**config.mk**
```make
export PLATFORM = sky130hd
export DESIGN_NAME = refresh_gen
export DESIGN_NICKNAME = d
export VERILOG_FILES = /design/src/rtl/refresh_pkg.sv /design/src/rtl/refresh_cfg.sv /design/src/rtl/refresh_interval.sv /design/src/rtl/refresh_row.sv /design/src/rtl/refresh_gen.sv
export SDC_FILE = /design/constraint.sdc
export NUM_CORES = 1
export LEC_CHECK = 0
export BUFFER_PORTS_ARGS = -buffer_cell sky130_fd_sc_hd__buf_2
export CAP_MARGIN = 20
export CORE_UTILIZATION = 45
export DETAILED_ROUTE_END_ITERATION = 12
export PLACE_DENSITY = 0.8
export REMOVE_ABC_BUFFERS = 1
export SKIP_CTS_REPAIR_TIMING = 1
export SLEW_MARGIN = 15
export SYNTH_ARGS = -nofsm -noshare
export SYNTH_HDL_FRONTEND = slang
export SYNTH_SLANG_ARGS = --single-unit
```
**constraint.sdc**
```tcl
create_clock -name clk -period 1.6 [get_ports clk]
set_input_delay 0.32 -clock clk [delete_from_list [all_inputs] [get_ports clk]]
set_output_delay 0.32 -clock clk [all_outputs]
set_load 0.05 [all_outputs]
```
**src/rtl/refresh_pkg.sv**
```systemverilog
`timescale 1ns/1ps
package refresh_pkg;
    typedef enum logic [1:0] {
        SEL_BASE     = 2'd0,
        SEL_INTERVAL = 2'd1,
        SEL_CTRL     = 2'd2,
        SEL_NONE     = 2'd3
    } wr_sel_e;
endpackage

```
**src/rtl/refresh_cfg.sv**
```systemverilog
`timescale 1ns/1ps
module refresh_cfg #(
    parameter int DATA_W = 16,
    parameter int BASE_W = 7,
    parameter int CNT_W  = 9
) (
    input  logic              clk,
    input  logic              rst_n,
    input  logic              wr_en,
    input  logic [1:0]        wr_sel,
    input  logic [DATA_W-1:0] wr_data,
    output logic [BASE_W-1:0] base_o,
    output logic [CNT_W-1:0]  interval_o,
    output logic              en_o
);
    import refresh_pkg::*;

    typedef struct packed {
        logic [BASE_W-1:0] base;
        logic [CNT_W-1:0]  interval;
        logic              en;
    } cfg_t;

    cfg_t cfg_d, cfg_q;
    logic unused_wr_bits;

    assign unused_wr_bits = ^wr_data;

    always_comb begin
        cfg_d = cfg_q;
        if (wr_en) begin
            case (wr_sel_e'(wr_sel))
                SEL_BASE:     cfg_d.base     = wr_data[BASE_W-1:0];
                SEL_INTERVAL: cfg_d.interval = wr_data[CNT_W-1:0];
                SEL_CTRL:     cfg_d.en       = wr_data[0];
                default:      cfg_d = cfg_q;
            endcase
        end
    end

    always_ff @(posedge clk) begin
        if (!rst_n) cfg_q <= '0;
        else        cfg_q <= cfg_d;
    end

    assign base_o     = cfg_q.base;
    assign interval_o = cfg_q.interval;
    assign en_o       = cfg_q.en;
endmodule

```
**src/rtl/refresh_interval.sv**
```systemverilog
`timescale 1ns/1ps
module refresh_interval #(
    parameter int CNT_W = 9
) (
    input  logic             clk,
    input  logic             rst_n,
    input  logic             en_i,
    input  logic [CNT_W-1:0] interval_i,
    output logic [CNT_W-1:0] count_o,
    output logic             expire_o
);
    logic [CNT_W-1:0] count_d, count_q;
    logic             at_end;

    assign at_end = (count_q <= CNT_W'(1));

    always_comb begin
        if (!en_i || at_end) count_d = interval_i;
        else                 count_d = count_q - CNT_W'(1);
    end

    always_ff @(posedge clk) begin
        if (!rst_n) count_q <= '0;
        else        count_q <= count_d;
    end

    assign count_o  = count_q;
    assign expire_o = en_i && at_end;
endmodule

```
**src/rtl/refresh_row.sv**
```systemverilog
`timescale 1ns/1ps
module refresh_row #(
    parameter int ROW_W = 12
) (
    input  logic             clk,
    input  logic             rst_n,
    input  logic             step_i,
    output logic [ROW_W-1:0] row_o
);
    logic [ROW_W-1:0] row_d, row_q;

    always_comb begin
        row_d = row_q;
        if (step_i) row_d = row_q + ROW_W'(1);
    end

    always_ff @(posedge clk) begin
        if (!rst_n) row_q <= '0;
        else        row_q <= row_d;
    end

    assign row_o = row_q;
endmodule

```
**src/rtl/refresh_gen.sv**
```systemverilog
`timescale 1ns/1ps
module refresh_gen #(
    parameter int DATA_W = 16,
    parameter int ADDR_W = 20,
    parameter int ROW_W  = 12,
    parameter int CNT_W  = 9
) (
    input  logic              clk,
    input  logic              rst_n,
    input  logic              wr_en,
    input  logic [1:0]        wr_sel,
    input  logic [DATA_W-1:0] wr_data,
    input  logic              bus_grant,
    input  logic              cycle_done,
    output logic              refresh_req,
    output logic [ADDR_W-1:0] refresh_addr,
    output logic [CNT_W-1:0]  count_out
);
    localparam int BASE_W = ADDR_W - ROW_W - 1;

    typedef struct packed {
        logic req;
        logic busy;
    } hs_t;

    hs_t hs_d, hs_q;

    logic [BASE_W-1:0] base_q;
    logic [CNT_W-1:0]  interval_q;
    logic              en_q;
    logic              expire;
    logic              row_step;
    logic [ROW_W-1:0]  row_q;

    refresh_cfg #(.DATA_W(DATA_W), .BASE_W(BASE_W), .CNT_W(CNT_W)) i_cfg (
        .clk(clk), .rst_n(rst_n), .wr_en(wr_en), .wr_sel(wr_sel),
        .wr_data(wr_data), .base_o(base_q), .interval_o(interval_q), .en_o(en_q)
    );

    refresh_interval #(.CNT_W(CNT_W)) i_interval (
        .clk(clk), .rst_n(rst_n), .en_i(en_q), .interval_i(interval_q),
        .count_o(count_out), .expire_o(expire)
    );

    refresh_row #(.ROW_W(ROW_W)) i_row (
        .clk(clk), .rst_n(rst_n), .step_i(row_step), .row_o(row_q)
    );

    always_comb begin
        hs_d     = hs_q;
        row_step = cycle_done && hs_q.busy;
        if (!en_q) begin
            hs_d.req = 1'b0;
        end else begin
            if (bus_grant && hs_q.req) begin
                hs_d.req  = 1'b0;
                hs_d.busy = 1'b1;
            end
            if (expire) hs_d.req = 1'b1;
        end
        if (row_step) hs_d.busy = 1'b0;
    end

    always_ff @(posedge clk) begin
        if (!rst_n) hs_q <= '0;
        else        hs_q <= hs_d;
    end

    assign refresh_req  = hs_q.req;
    assign refresh_addr = {base_q, row_q, 1'b0};
endmodule

```
# Yosys cells after proc, flatten, opt, wreduce, memory -nomap -nowiden
# Cells that the tools add are included.
# word_totals
latchBits	0
inputBits	23
ram_bits	0
n_memories	0
register_bits	40
rom_bits	0
word_cells	29
# op_classes
n_reduce_logical	13
n_mul	0
n_mux	3
eq_ne	2
order_cmp	1
add_sub_neg	2
n_shift	0
div_mod_pow	0
bitwise	1
# op_table
operator	count
12-bit by 1-bit adder with 12-bit output (second input constant)	1
2-bit AND reduction	5
9-bit by 1-bit <= comparator with 1-bit output (second input constant)	1
9-bit 2-to-1 mux	1
9-bit by 1-bit subtractor with 9-bit output (second input constant)	1
1-bit logical AND	3
2-bit by 1-bit equality test with 1-bit output (second input constant)	1
2-bit equality test (second input constant)	1
2-bit zero test	1
2-bit 2-to-1 mux	1
2-bit nonzero test	1
2-bit OR reduction	1
1-bit zero test	1
1-bit logical OR	1
1-bit 2-to-1 mux	1
1-bit inverter	1

# Logic depth before layout (Yosys ltp)
# logic_depth
depth_word	3
mapped_depth	7
ltp_nobuf	6

# Hierarchy
# Synthesis repeated with hierarchy kept, for this count alone.
# hier_totals
hier_cells	191
area_unflattened_um2	1811.7
# modules_own_cells
module	cells_each	instances	area_each_um2	seq_area_each_um2
refresh_cfg	68	1	664.4	340.3
refresh_row	58	1	528.0	240.2
refresh_interval	55	1	523.0	180.2
refresh_gen	10	1	96.3	40.0

# Worst setup path after synthesis
# Ideal clock, no wire load.
# synth_path
path_type	register to register
start	register i_interval.count_q[1] (netlist: i_interval.count_o[1])
end	register i_interval.count_q[0] (netlist: i_interval.count_o[0])
period_less_slack_ns	1.984
stages_incl_launch_ff	7
slack_ns	-0.384
required_time_ns	1.445
arrival_ns	1.829
path_cell_list	dfxtp_1 -> inv_1 -> ha_1 -> o21bai_1 -> a41oi_2 -> buf_2 -> a211oi_1
# synth_via
elab_chain_len	3
# synth_lines
element	line	source
start, declared	refresh_interval.sv:12	logic [CNT_W-1:0] count_d, count_q;
start signal, assigned	refresh_interval.sv:24	else count_q <= count_d;
9-bit by 1-bit <= comparator with 1-bit output	refresh_interval.sv:15	assign at_end = (count_q <= CNT_W'(1));
1-bit logical OR	refresh_interval.sv:18	if (!en_i || at_end) count_d = interval_i;
9-bit 2-to-1 mux	refresh_interval.sv:18	
# Every way passes these cells.
# A chain may end at the register's enable or synchronous reset.

# Worst setup path in the final report
# layout_path
start	register i_interval.count_q[1] (netlist: i_interval.count_o[1])
end	register i_interval.count_q[7] (netlist: i_interval.count_o[7])
# layout_via
elab_chain_len	3
# layout_lines
element	line
9-bit by 1-bit <= comparator with 1-bit output	refresh_interval.sv:15
1-bit logical OR	refresh_interval.sv:18
9-bit 2-to-1 mux (*)	refresh_interval.sv:18
# Every way passes the cells marked *; elsewhere a longest branch is shown, timed or not.

==> flow_summary.toml <==
[sta]
rsz0062_at_grt = "true"
min_period_over_period_pct = 104
finClkSkew_ps = 8.66
final_max_slew_viol_count = 0
hold_viol_final = 0
post-route-min-period_ps = 1670
clock.fmax_ghz = 0.601
worst_slack_ps = -65.2
holdWs_ps = 268
finalSetupViolCount = 1

[logic_synthesis]
synthTopCellsByCount = "dfxtp_1, nor2_1, mux2i_1"
synth_area_per_cell_um2 = 9.30
ys_seq_elements = 40
ys.flop_type = "dfxtp_1"
async_reset_ff_share_pct = 0
synth_edf_count = 0
synthCells = 181
synth.most_common_cell = "dfxtp_1"
yosys.area.top_type_share_pct = 47.5
synth_cell_type_count = 36
synth_area_leaders = "dfxtp_1, mux2i_1, nor2_1"
synth_seq_area_share_pct = 47.5
syn_area_mm2 = 0.00168
yosys.area.top_type = "dfxtp_1"
yosys_warnings = 0

[run_status]
violations = "negative setup slack"
status = "finished, violations left"

[worst_setup_path]
crit_required_ps = 1780
critPathKind = "flip-flop to flip-flop"
r2r-end = "i_interval.count_o[7]"
r2r-start = "i_interval.count_o[1]"
endpoint = "i_interval.count_o[7]"
worstSetupStartpoint = "i_interval.count_o[1]"
endpoint_kind = "flip-flop"
cp_max_fo = 4
r2r_slack_ps = -70
crit_arrival_ps = 1850
rr_worst_depth = 4
critPathLaunchType = "flip-flop"

[routing]
drc = 0
num_vias = 1432
ant_nets = 0
viasPerCell = 4.97
drt-initial-drc-count = 48
wl_mm = 3.48
wl_per_cell_um = 12.1
dr.pass1.iters = 4

[global_routing]
grt_max_degree = 20
antenna_found_initial = 0
grt_pass1_vias = 1406
gr-total-overflow = 0
grt_pass1_wl_mm = 5.99
track_usage_pct = 19.1

[floorplan]
die_area_mm2 = 0.00399
start_util_pct = 48.6
die_y_um = 63.2
die_x_um = 63.2
core_mm2 = 0.00347
boundaryPins = 53
num_rows = 21

[power]
p_per_area_mw_per_mm2 = 865
vdd_drop_max_uv = 571
leakagePower_uw = 0.00100

[worst_hold_path]
hp-class = "input pin to flip-flop"
whs_path_depth = 3

[layout]
multiInputGateArea_um2 = 862
fillers = 303
fin_cells = 288
areaGrowthSynthToFinish_pct = 29.6
drive_gt1_share_pct = 33.9
num_antenna_cells = 0
nets = 268
seq_area_um2 = 803

[placed_design]
dp_hpwl_mm = 2.44
io_buffers = 44
numPlacedInstances = 280
preCtsSetupSlack_ps = -88.7
globalplace.congestion = 0.864

[clocking]
cts.clk_slew.worst_paths_ps = 70
h-tree-depth = 2
cts_buffers = 5
clock-root-buffer = "clkbuf_8"
numClockSinks = 40
clock_latency_ps = 290
cts_tree = "yes"
clock_path_buffers = 2

[job]
maxCapViolCount = 0
-- flip-flops by register name, indices dropped and copies added, names as in the netlist --
signal / cells
i_cfg.interval_o: 9
i_cfg.base_o: 7
refresh_req: 1
i_row.row_o: 12
hs_q: 1
i_cfg.en_o: 1
i_interval.count_o: 9
-- cells by family (layout without fill, tap and decap cells) --
family	after synthesis	after routing	share of synthesized area, %
simple gates	69	69	19.4
flops	40	40	47.5
compound gates	21	21	8.62
mux	18	18	10.8
xor+xnor	15	15	7.80
buf+inv	14	75	3.42
fa+ha+maj	3	3	2.23
other cells	1	1	0.223
-- cells in the final DEF, fill, tap and decap left out, types with 5 or more instances in the layout --
| cell | count |
|---|---|
| buf_2 | 44 |
| xnor2_1 | 8 |
| xor2_1 | 7 |
| a21oi_1 | 5 |
| buf_4 | 15 |
| clkbuf_8 | 5 |
| inv_1 | 6 |
| nor2_1 | 36 |
| nand3_1 | 5 |
| nand2_1 | 9 |
| mux2i_1 | 17 |
| dfxtp_1 | 38 |
-- area by class of cell --
cell class | instances | share of cell area [%]
multi-input cells | 127 | 39.5
repair buffers | 61 | 16.3
well taps | 46 | 2.64
flip-flops and latches | 40 | 36.8
clock buffers | 6 | 3.33
inverters | 7 | 1.20
clock inverters | 1 | 0.229
-- worst max-delay path, stage by stage, from the launching register on --
cell and delay, ps:
dfxtp_2 340, or4_4 530, or4_4 430, xor2_1 180, a21oi_2 80
-- power breakdown --
part	switching, uW	total, uW	leakage [uW]	internal [uW]
registers	13.8	1030	0.000325	1020
logic	150	248	0.000639	97.8
clock network	313	609	0.0000410	296
-- metrics by stage --
stage                     TNS (ps)  util (%)  power [uW]  instance area [um2]
final                        -65.2      62.9        1890                 2180
after global routing          -245      62.9        1980                 2180
after CTS                     -498      61.4        1890                 2130
after detailed placement      -235      59.1        1290                 2050
after global placement       -34.5      59.1        1280                 2050
after floorplan              -4230         -        1210                 1650
-- worst min path at each step --
stage                              from                   to
floorplan           i_cfg.interval_o[5]  i_cfg.interval_o[5]
global placement        i_cfg.base_o[5]      i_cfg.base_o[5]
detailed placement      i_cfg.base_o[0]      i_cfg.base_o[0]
CTS                          wr_data[7]  i_cfg.interval_o[7]
global route                 wr_data[6]  i_cfg.interval_o[6]
finish                       wr_data[7]  i_cfg.interval_o[7]
-- layer usage --
layer | wire, um | track usage, % | vias to the layer above | share of wire [%]
met3 | 114 | 4.35 | 6 | 3.3
met2 | 1690 | 32.7 | 28 | 49
met1 | 1620 | 22.3 | 656 | 47
met5 | 0 | 0 | - | 0
met4 | 55 | 9.38 | 0 | 1.6
li1 | - | - | 742 | -
(Power assumes the default switching activity.)
